<file path="src/rtl/irq_vec_pkg.sv">
package irq_vec_pkg;

  typedef enum logic [2:0] {
    CLS_CPU_TMR = 3'd0,
    CLS_LOC0    = 3'd1,
    CLS_LOC1    = 3'd2,
    CLS_MAP0    = 3'd3,
    CLS_MAP1    = 3'd4,
    CLS_BUSERR  = 3'd5,
    CLS_EXT_TMR = 3'd6
  } vec_class_e;

  localparam int unsigned REG_AW = 4;

  localparam logic [REG_AW-1:0] A_LMASK0 = 4'd0;
  localparam logic [REG_AW-1:0] A_LMASK1 = 4'd1;
  localparam logic [REG_AW-1:0] A_MMASK0 = 4'd2;
  localparam logic [REG_AW-1:0] A_MMASK1 = 4'd3;
  localparam logic [REG_AW-1:0] A_RAW0   = 4'd4;
  localparam logic [REG_AW-1:0] A_RAW1   = 4'd5;
  localparam logic [REG_AW-1:0] A_RAWM   = 4'd6;
  localparam logic [REG_AW-1:0] A_PEND0  = 4'd8;
  localparam logic [REG_AW-1:0] A_PEND1  = 4'd9;
  localparam logic [REG_AW-1:0] A_MQUAL0 = 4'd10;
  localparam logic [REG_AW-1:0] A_MQUAL1 = 4'd11;

endpackage

</file>
<file path="src/rtl/irq_prio_enc.sv">
module irq_prio_enc #(
  parameter int unsigned W  = 8,
  parameter int unsigned IW = $clog2(W)
) (
  input  logic [W-1:0]  req_i,
  output logic          any_o,
  output logic [IW-1:0] idx_o
);

  // Scan upward; the last set bit seen is the highest-numbered one.
  always_comb begin
    idx_o = '0;
    for (int i = 0; i < int'(W); i++) begin
      if (req_i[i]) idx_o = IW'(i);
    end
  end

  assign any_o = |req_i;

endmodule

</file>
<file path="src/rtl/irq_mask_regs.sv">
module irq_mask_regs
  import irq_vec_pkg::*;
#(
  parameter int unsigned W         = 8,
  parameter int unsigned CASC0_BIT = 7,
  parameter int unsigned CASC1_BIT = 7
) (
  input  logic              clk,
  input  logic              rst_n,
  input  logic              wr_en_i,
  input  logic [REG_AW-1:0] wr_addr_i,
  input  logic [W-1:0]      wr_data_i,
  output logic [W-1:0]      lmask0_o,
  output logic [W-1:0]      lmask1_o,
  output logic [W-1:0]      mmask0_o,
  output logic [W-1:0]      mmask1_o
);

  localparam logic [W-1:0] CASC0_M = W'(1) << CASC0_BIT;
  localparam logic [W-1:0] CASC1_M = W'(1) << CASC1_BIT;

  // Stored local masks never hold their cascade bit; it is derived.
  logic [W-1:0] lm0_q, lm1_q, mm0_q, mm1_q;
  logic [W-1:0] lm0_d, lm1_d, mm0_d, mm1_d;
  logic         lm0_en, lm1_en, mm0_en, mm1_en;

  always_comb begin
    lm0_en = wr_en_i && (wr_addr_i == A_LMASK0);
    lm1_en = wr_en_i && (wr_addr_i == A_LMASK1);
    mm0_en = wr_en_i && (wr_addr_i == A_MMASK0);
    mm1_en = wr_en_i && (wr_addr_i == A_MMASK1);
    lm0_d  = wr_data_i & ~CASC0_M;
    lm1_d  = wr_data_i & ~CASC1_M;
    mm0_d  = wr_data_i;
    mm1_d  = wr_data_i;
  end

  always_ff @(posedge clk or negedge rst_n) begin
    if (!rst_n) begin
      lm0_q <= '0;
      lm1_q <= '0;
      mm0_q <= '0;
      mm1_q <= '0;
    end else begin
      if (lm0_en) lm0_q <= lm0_d;
      if (lm1_en) lm1_q <= lm1_d;
      if (mm0_en) mm0_q <= mm0_d;
      if (mm1_en) mm1_q <= mm1_d;
    end
  end

  assign lmask0_o = lm0_q | (CASC0_M & {W{|mm0_q}});
  assign lmask1_o = lm1_q | (CASC1_M & {W{|mm1_q}});
  assign mmask0_o = mm0_q;
  assign mmask1_o = mm1_q;

  AST_CASC0_SET: assert property (@(posedge clk) disable iff (!rst_n)
    (wr_en_i && wr_addr_i == A_MMASK0 && wr_data_i != '0) |=> lmask0_o[CASC0_BIT]);
  AST_CASC1_CLR: assert property (@(posedge clk) disable iff (!rst_n)
    (wr_en_i && wr_addr_i == A_MMASK1 && wr_data_i == '0) |=> !lmask1_o[CASC1_BIT]);
  AST_LWR_CASC_KEPT: assert property (@(posedge clk) disable iff (!rst_n)
    (wr_en_i && wr_addr_i == A_LMASK0) |=> (lmask0_o[CASC0_BIT] == $past(lmask0_o[CASC0_BIT])));

endmodule

</file>
<file path="src/rtl/irq_vectorizer.sv">
module irq_vectorizer
  import irq_vec_pkg::*;
#(
  parameter int unsigned W         = 8,
  parameter int unsigned CASC0_BIT = 7,
  parameter int unsigned CASC1_BIT = 7
) (
  input  logic              clk,
  input  logic              rst_n,
  input  logic              cpu_tmr_i,
  input  logic              bus_err_i,
  input  logic              ext_tmr0_i,
  input  logic              ext_tmr1_i,
  input  logic [W-1:0]      loc0_stat_i,
  input  logic [W-1:0]      loc1_stat_i,
  input  logic [W-1:0]      map_stat_i,
  input  logic              wr_en_i,
  input  logic [REG_AW-1:0] wr_addr_i,
  input  logic [W-1:0]      wr_data_i,
  input  logic [REG_AW-1:0] rd_addr_i,
  output logic [W-1:0]      rd_data_o,
  output logic              vec_valid_o,
  output logic [2:0]        vec_class_o,
  output logic [$clog2(W)-1:0] vec_index_o
);

  localparam int unsigned IW     = $clog2(W);
  localparam int unsigned NGRP   = 4;
  localparam int unsigned G_LOC0 = 0;
  localparam int unsigned G_LOC1 = 1;
  localparam int unsigned G_MAP0 = 2;
  localparam int unsigned G_MAP1 = 3;

  logic [W-1:0] lmask0, lmask1, mmask0, mmask1;

  irq_mask_regs #(.W(W), .CASC0_BIT(CASC0_BIT), .CASC1_BIT(CASC1_BIT)) u_masks (
    .clk       (clk),
    .rst_n     (rst_n),
    .wr_en_i   (wr_en_i),
    .wr_addr_i (wr_addr_i),
    .wr_data_i (wr_data_i),
    .lmask0_o  (lmask0),
    .lmask1_o  (lmask1),
    .mmask0_o  (mmask0),
    .mmask1_o  (mmask1)
  );

  // Qualified groups: two local, two views of the shared mapped status.
  logic [NGRP-1:0][W-1:0]  grp_pend;
  logic [NGRP-1:0]         grp_any;
  logic [NGRP-1:0][IW-1:0] grp_idx;

  assign grp_pend[G_LOC0] = loc0_stat_i & lmask0;
  assign grp_pend[G_LOC1] = loc1_stat_i & lmask1;
  assign grp_pend[G_MAP0] = map_stat_i  & mmask0;
  assign grp_pend[G_MAP1] = map_stat_i  & mmask1;

  for (genvar g = 0; g < NGRP; g++) begin : g_enc
    irq_prio_enc #(.W(W), .IW(IW)) u_enc (
      .req_i (grp_pend[g]),
      .any_o (grp_any[g]),
      .idx_o (grp_idx[g])
    );
  end

  // Next-state vector selection.
  logic          valid_d, valid_q;
  vec_class_e    cls_d, cls_q;
  logic [IW-1:0] idx_d, idx_q;
  logic          vec_en;

  always_comb begin
    valid_d = 1'b0;
    cls_d   = CLS_CPU_TMR;
    idx_d   = '0;
    if (cpu_tmr_i) begin
      valid_d = 1'b1;
    end else if (grp_any[G_LOC0]) begin
      if (grp_pend[G_LOC0][CASC0_BIT]) begin
        if (grp_any[G_MAP0]) begin
          valid_d = 1'b1;
          cls_d   = CLS_MAP0;
          idx_d   = grp_idx[G_MAP0];
        end
      end else begin
        valid_d = 1'b1;
        cls_d   = CLS_LOC0;
        idx_d   = grp_idx[G_LOC0];
      end
    end else if (grp_any[G_LOC1]) begin
      if (grp_pend[G_LOC1][CASC1_BIT]) begin
        if (grp_any[G_MAP1]) begin
          valid_d = 1'b1;
          cls_d   = CLS_MAP1;
          idx_d   = grp_idx[G_MAP1];
        end
      end else begin
        valid_d = 1'b1;
        cls_d   = CLS_LOC1;
        idx_d   = grp_idx[G_LOC1];
      end
    end else if (bus_err_i) begin
      valid_d = 1'b1;
      cls_d   = CLS_BUSERR;
    end else if (ext_tmr0_i || ext_tmr1_i) begin
      valid_d = 1'b1;
      cls_d   = CLS_EXT_TMR;
    end
  end

  // Hold the register while idle; load whenever old or new vector is live.
  assign vec_en = valid_d | valid_q;

  always_ff @(posedge clk or negedge rst_n) begin
    if (!rst_n) begin
      valid_q <= 1'b0;
      cls_q   <= CLS_CPU_TMR;
      idx_q   <= '0;
    end else if (vec_en) begin
      valid_q <= valid_d;
      cls_q   <= cls_d;
      idx_q   <= idx_d;
    end
  end

  assign vec_valid_o = valid_q;
  assign vec_class_o = cls_q;
  assign vec_index_o = idx_q;

  // Readback mux.
  always_comb begin
    unique case (rd_addr_i)
      A_LMASK0: rd_data_o = lmask0;
      A_LMASK1: rd_data_o = lmask1;
      A_MMASK0: rd_data_o = mmask0;
      A_MMASK1: rd_data_o = mmask1;
      A_RAW0:   rd_data_o = loc0_stat_i;
      A_RAW1:   rd_data_o = loc1_stat_i;
      A_RAWM:   rd_data_o = map_stat_i;
      A_PEND0:  rd_data_o = grp_pend[G_LOC0];
      A_PEND1:  rd_data_o = grp_pend[G_LOC1];
      A_MQUAL0: rd_data_o = grp_pend[G_MAP0];
      A_MQUAL1: rd_data_o = grp_pend[G_MAP1];
      default:  rd_data_o = '0;
    endcase
  end

  AST_TMR_FIRST: assert property (@(posedge clk) disable iff (!rst_n)
    ($past(rst_n) && $past(cpu_tmr_i)) |-> (vec_valid_o && vec_class_o == CLS_CPU_TMR));
  AST_LOC0_HIGHEST: assert property (@(posedge clk) disable iff (!rst_n)
    (vec_valid_o && vec_class_o == CLS_LOC0) |-> (($past(grp_pend[G_LOC0]) >> vec_index_o) == W'(1)));
  AST_MAP0_HIGHEST: assert property (@(posedge clk) disable iff (!rst_n)
    (vec_valid_o && vec_class_o == CLS_MAP0) |-> (($past(grp_pend[G_MAP0]) >> vec_index_o) == W'(1)));
  AST_EMPTY_CASC: assert property (@(posedge clk) disable iff (!rst_n)
    ($past(rst_n) && !$past(cpu_tmr_i) && $past(grp_pend[G_LOC0][CASC0_BIT])
     && ($past(grp_pend[G_MAP0]) == '0)) |-> !vec_valid_o);
  AST_IDLE_ZERO: assert property (@(posedge clk) disable iff (!rst_n)
    !vec_valid_o |-> (vec_class_o == 3'd0 && vec_index_o == '0));

endmodule

</file>
<file path="config.mk">
export PLATFORM = sky130hd
export DESIGN_NAME = irq_vectorizer
export DESIGN_NICKNAME = d
export VERILOG_FILES = /design/src/rtl/irq_vec_pkg.sv /design/src/rtl/irq_prio_enc.sv /design/src/rtl/irq_mask_regs.sv /design/src/rtl/irq_vectorizer.sv
export SDC_FILE = /design/constraint.sdc
export NUM_CORES = 1
export LEC_CHECK = 0
export BUFFER_PORTS_ARGS = -buffer_cell sky130_fd_sc_hd__buf_2
export CORE_MARGIN = 2
export CORE_UTILIZATION = 30
export DETAILED_ROUTE_END_ITERATION = 8
export PLACE_DENSITY = 0.54
export RECOVER_POWER = 100
export SLEW_MARGIN = 20
export SYNTH_ARGS = -nofsm -noshare
export SYNTH_HDL_FRONTEND = slang
export SYNTH_SLANG_ARGS = --single-unit
</file>
<file path="constraint.sdc">
create_clock -name clk -period 2.4 [get_ports clk]
set_clock_uncertainty 0.1 [all_clocks]
set_input_delay 0.48 -clock clk [delete_from_list [all_inputs] [get_ports clk]]
set_output_delay 0.48 -clock clk [all_outputs]
set_load 0.02 [all_outputs]
</file>
==> flow_summary_export.csv, run 1 <==
group,metric,value,unit
worst_setup_path,cp-end-kind,"output pin",
sta,worst_pin_slew,0.8907,ns
drt,wl,10.09,mm
drt,wl_per_cell,19.11,µm
drt,postRouteAntennaNets,0,
clock_network,cts_root_buf,"clkbuf_8",
sta,setup_violations,1,
sta,fin_crit_sh,101.2,%
clock_network,clock-sinks,37,
worst_setup_path,worstSetupStartpointType,"flip-flop",
worst_setup_path,cp.required,1.82,ns
placement,routabilityCongestion,0.9827,
job,drv_cap,0,
sta,hold_viol,0,
clock_network,cts_tree,"done",
yosys,syn_nets,346,
outcome,outcome,"complete, but fails checks",
die,ios,62,
final_layout,finalCoreUtilization,43.58,%
global_routing,antenna_found_initial,1,
clock_network,clockBufferDepth,2,
die,core_area,8763,µm²
clock_network,clkTransAtPathRegs,0.07,ns
sta,finalSetupTns,-0.02959,ns
final_layout,num-fill-cells,894,
min_path,hold_class,"in2async",
placement,place_area,3536,µm²
yosys,synth_most_common_cell,"dfrtp_1",
global_routing,grt_pass1_vias,2919,
global_routing,grt.overflow.total,0,
worst_setup_path,cp_max_fo,4,
sta,slew_viol_final,0,
drt,drtIter0Drc,208,
yosys,yosysUniqueCellTypes,54,
sta,rsz0062_at_grt,"yes",
drt,via_count,3067,
final_layout,design_area,3819,µm²
power,cellPowerDensity,649.3,nW/µm²
yosys,synth_ff_type,"dfrtp_1",
power,irDropWorstVdd,0.0002932,V
final_layout,drive_gt1_share,44.05,%
yosys,netlist_area,2711,µm²
placement,dp_hpwl,7.883,mm
yosys,synth_top_area_cell,"dfrtp_1",
yosys,ys_seq_elements,37,
final_layout,final_cells,528,
worst_setup_path,critical_path_arrival,1.85,ns
yosys,synth.area.top_cells,"dfrtp_1 (34%), mux2_2 (13%), nand2_1 (4.8%)",
clock_network,clk_latency,0.28,ns
drt,first_pass_iters,5,
clock_network,cts_made_buffers,5,
die,die_area,9814,µm²
yosys,ys_seq_area_share,34.15,%
worst_setup_path,critPathKind,"reg2out",
clock_network,htreeDepth,2,
yosys,syn_inst,299,
global_routing,grt_pass1_wl,15.61,mm
sta,relSlewSlack,40.62,%
yosys,yosysWarnings,0,
die,initial_core_util,30.94,%
yosys,yosysTopAreaCellShare,34.15,%
placement,dp.cells,510,
sta,timing.final.ws_setup,-0.02959,ns
drt,routed_via_density,5.809,
clock_network,cts_hold_buffers,0,
final_layout,area.growth.synth_to_final,40.84,%
yosys,syn_avg_cell_area,9.068,µm²
global_routing,grtUsageTotal,20.38,%
yosys,async_flop_share,100.0,%
die,die_w,99.07,µm
outcome,violations,"negative setup slack",
sta,layout_min_cycle_time,2.430,ns
global_routing,grt_max_degree,38,
die,die_y,99.07,µm
power,p_leak,1.655,nW
worst_setup_path,r2r_setup_slack,0.04,ns
yosys,netlist_top_cells_count,"dfrtp_1 (37), nand2_1 (35), mux2_2 (32)",
sta,fmax,411.6,MHz
yosys,synth-edff-count,0,
die,rows,34,
drt,route.detailed.drc,0,
final_layout,nets,466,
placement,numPortBuffers,61,
power,power,2.479,mW
final_layout,diodes,0,
per-layer routing:
layer	part of all wire [%]	GRT usage [%]
met1	45	29.67
met2	44	30.35
met3	7.2	2.340
met4	3.5	8.957
met5	0.13	0
registers in the layout, indices dropped and copies added, names as in the netlist:
| name | cells |
|---|---|
| vec_valid_o | 1 |
| vec_class_o | 3 |
| u_masks.lm1_q | 7 |
| u_masks.mmask0_o | 8 |
| u_masks.lm0_q | 7 |
| vec_index_o | 3 |
| u_masks.mmask1_o | 8 |
metrics by stage:
step                      hold WS (ns)  worst slack [ns]
after floorplan                0.08441           0.02140
after global placement          0.3716          -0.03710
after detailed placement        0.3714          -0.04822
after CTS                       0.2038          -0.01605
after global routing            0.2889          -0.07682
final                           0.2097          -0.02959
layout make-up:
| cell class | instances | area, µm² | share of cell area, % |
|---|---|---|---|
| clock inverter | 2 | 10.01 | 0.2621 |
| inverter | 7 | 30.03 | 0.7864 |
| timing repair inverter | 1 | 7.507 | 0.1966 |
| clock buffer | 6 | 72.57 | 1.900 |
| timing repair buffer | 124 | 829.5 | 21.72 |
| multi-input combinational | 243 | 1805 | 47.28 |
| sequential | 37 | 928.4 | 24.31 |
| tap | 108 | 135.1 | 3.539 |
cells by family after synthesis:
kind of cell	share of synthesized area, %
AND/OR/NAND/NOR	18.28
flip-flops	34.15
multiplexers	17.03
buffers and inverters	2.677
AO/OA/AOI/OAI	27.87
power breakdown:
group	internal (mW)	leakage [nW]	switching [mW]	total, mW
registers	0.765	0.454	0.123	0.888
clock network	0.201	0.0450	0.204	0.405
logic	0.576	1.16	0.611	1.19
total	1.54	1.65	0.937	2.48
cell usage in the layout (no fill, tap or decap), types with 9 or more instances in the layout:
master    netlist  final
nand2_1        35     34
a21oi_1        18     15
mux2i_1         9      9
clkbuf_1        8     10
dfrtp_1        37     35
nor2_1         11     10
mux2_2         32     32
a22oi_1        13     13
o21ai_0        20     11
buf_2           1     48
buf_4           0     55
critical path, cell delays in order (launching register included):
cell and delay (ns):
dfrtp_2 0.44, mux2i_1 0.17, o21ai_1 0.08, a32oi_1 0.15, nor2_1 0.07, or4_4 0.52, buf_6 0.14
final timing paths:
kind | cells after the start | start | end
worst min register to register | 1 | vec_class_o[0] | vec_class_o[0]
max in group asynchronous | 1 | rst_n | u_masks.lm1_q[5]
worst max register to register | 5 | u_masks.mmask1_o[0] | vec_index_o[1]
worst max-delay path | 6 | u_masks.lm0_q[5] | rd_data_o[5]
worst min-delay path | 1 | rst_n | u_masks.mmask0_o[0]
min in group clk | 2 | wr_data_i[7] | u_masks.mmask0_o[7]
timing repair:
action                                  in CTS  in global routing
cloned                                       0                  1
resized for setup                           11                 37
pin swaps                                    5                 12
setup buffers                                4                  5
endpoints found under the setup margin       5                 13
Note: power is estimated with default switching activity, not from simulation.
==> run 2, diff against run 1 <==
- ABC_AREA: not set -> 1
- PLACE_DENSITY: 0.54 -> 0.55
- REMOVE_ABC_BUFFERS: not set -> 1
==> run 2 against run 1 <==
Net effect: worst setup slack better by 0.12 ns; the flow now finishes without violations; critical endpoint is now rd_data_o[7]; final cell count up 9.3%; largest cell class unchanged; global-route usage increased by 0.63 points.
==> flow_summary_export.csv, run 2 <==
group,metric,value,unit
final_layout,area.growth.synth_to_final,25.71,%
sta,hold_viol,0,
drt,wl_met1,4.745,mm
worst_setup_path,crit_family,"buffers and inverters",
clock_network,cts_hold_buffers,0,
global_routing,grt_pass1_wl,15.66,mm
global_routing,grt.overflow.total,0,
global_routing,grt_pass1_vias,2932,
min_path,hold_class,"in2async",
yosys,ys_seq_area_share,35.70,%
sta,layout_min_cycle_time,2.309,ns
die,ios,62,
placement,dp_hpwl,7.681,mm
yosys,netlist_area,2594,µm²
clock_network,htreeDepth,2,
worst_setup_path,worstSetupStartpointType,"input port",
worst_setup_path,timing.critical_path.buf_inv,3,
worst_setup_path,timing.critical_path.from,"rd_addr_i[1]",
drt,dr.max_layer_used,"met4",
sta,relSlewSlack,35.88,%
die,die_area,9405,µm²
power,p_leak,1.691,nW
clock_network,cts_root_buf,"clkbuf_8",
worst_setup_path,critical_path_arrival,1.73,ns
die,core_area,8299,µm²
worst_setup_path,path_cells,"buf_2, nor2_2, buf_4, nand2_1, o21ai_0, a221oi_1, nand4_1, buf_2",
die,die_y,96.98,µm
sta,fin_crit_sh,96.21,%
final_layout,finalCoreUtilization,39.29,%
final_layout,diodes,0,
worst_setup_path,regToRegStartpoint,"u_masks.mmask0_o[6]",
sta,worst_pin_slew,0.9618,ns
drt,first_pass_iters,5,
drt,wl_per_cell,16.86,µm
yosys,yosysTopAreaCellShare,35.70,%
clock_network,clk_latency,0.30,ns
drt,route.detailed.drc,0,
yosys,ys_seq_elements,37,
worst_setup_path,cp-end-kind,"output pin",
final_layout,nets,518,
worst_setup_path,cp.required,1.82,ns
yosys,syn_avg_cell_area,6.634,µm²
power,irDropWorstVdd,0.0002610,V
final_layout,design_area,3261,µm²
placement,numPortBuffers,61,
yosys,synth_ff_type,"dfrtp_1",
yosys,synth_top_area_cell,"dfrtp_1",
outcome,outcome,"completed",
final_layout,layout_common_cells,"nand2_1 (128), buf_2 (48), o21ai_0 (44)",
sta,fmax,433.1,MHz
global_routing,antenna_found_initial,0,
drt,routed_via_density,5.265,
drt,dr_wl_met2,4.234,mm
clock_network,clockBufferDepth,2,
sta,setup_violations,0,
die,rows,33,
yosys,synth.area.top_cells,"dfrtp_1 (36%), nand2_1 (19%), o21ai_0 (8.5%)",
yosys,yosysWarnings,0,
drt,via_count,3038,
final_layout,layout_commonest_cell,"nand2_1",
clock_network,clock-sinks,37,
power,power,2.340,mW
yosys,async_flop_share,100.0,%
clock_network,cts_made_buffers,5,
global_routing,grt_max_degree,38,
clock_network,cts_tree,"done",
placement,place_area,3105,µm²
die,initial_core_util,31.25,%
placement,routabilityCongestion,0.9428,
worst_setup_path,critPathKind,"in2out",
drt,wl,9.729,mm
worst_setup_path,slowest_stage,"o21ai_0",
yosys,synth-edff-count,0,
power,cellPowerDensity,717.8,nW/µm²
final_layout,num-fill-cells,920,
final_layout,regArea,927.1,µm²
die,die_w,96.98,µm
final_layout,drive_gt1_share,20.34,%
yosys,syn_inst,391,
yosys,yosysUniqueCellTypes,28,
worst_setup_path,crit_top_cell,"buf_2",
yosys,netlist_top_cells_count,"nand2_1 (133), o21ai_0 (44), dfrtp_1 (37)",
worst_setup_path,slowest_delay,0.25,ns
worst_setup_path,cp_max_fo,5,
final_layout,multi_input_area,1525,µm²
job,drv_cap,0,
global_routing,grtUsageTotal,21.01,%
clock_network,clkTransAtPathRegs,0.08,ns
drt,drtIter0Drc,190,
drt,dr_wl_met3,547,µm
drt,postRouteAntennaNets,0,
yosys,synth_most_common_cell,"nand2_1",
sta,holdWs,0.2132,ns
sta,slew_viol_final,0,
## run 2: cell count changes after synthesis, sizes merged, moves of 9 or more
cell / delta
o21ai: +25
mux2i: -9
a21oi: -10
nor2b: -11
inv: +30
nor2: +26
a22oi: -13
nand3: +25
mux2: -33
nand2: +100
## run 2: area by class of cell
type / instances / share of cell area (%)
clock buffer: 5 / 2.111
sequential: 37 / 28.43
multi-input combinational: 313 / 46.78
tap: 105 / 4.029
clock inverter: 3 / 1.995
timing repair buffer: 77 / 12.39
inverter: 37 / 4.259
## run 2: power breakdown
group / switching, mW / internal, mW
Combinational: 0.531 / 0.278
Sequential: 0.124 / 0.751
Clock: 0.243 / 0.413
Total: 0.898 / 1.44
## run 2: per-stage QoR
stage               std cells  worst slack, ns    TNS, ns
detailed placement        565          0.07589          0
global placement          565          0.06501          0
CTS                       573          0.01056          0
global route              577        -0.007029  -0.007029
floorplan                 387           0.4022          0
finish                    577          0.09107          0
## run 2: worst paths after layout
check | end | slack [ns] | depth (start not counted)
setup / recovery | rd_data_o[7] | 0.09 | 8
hold / removal | u_masks.lm1_q[0] | 0.21 | 1
setup reg to reg | vec_index_o[0] | 0.30 | 8
hold reg to reg | u_masks.lm1_q[0] | 0.39 | 2
max in group asynchronous | u_masks.mmask1_o[7] | 1.31 | 1
min in group clk | u_masks.mmask1_o[7] | 0.35 | 3
## run 2: worst register-to-register path: stages, from the launching register on
cell     delay, ns
dfrtp_1       0.43
nor2_1        0.13
nand2_1       0.16
o21ai_4       0.20
buf_4         0.17
nand3_4       0.12
a21oi_1       0.46
nand4_1       0.16
nand2_1       0.10
## run 2: routing by layer
layer,GRT usage (%),vias up
li1,-,1495
met3,3.685,15
met5,0,-
met1,30.05,1427
met4,6.067,0
met2,32.48,101
## run 2: timing repair
action,4_1_cts,5_1_grt
endpoints found under the setup margin,0,8
setup buffers,0,4
gates resized for setup,0,11
## run 2: cells by family after synthesis
family	share of synthesized area (%)
AND/OR/NAND/NOR	37.67
buffers and inverters	5.933
flip-flops	35.70
AO/OA/AOI/OAI	20.70
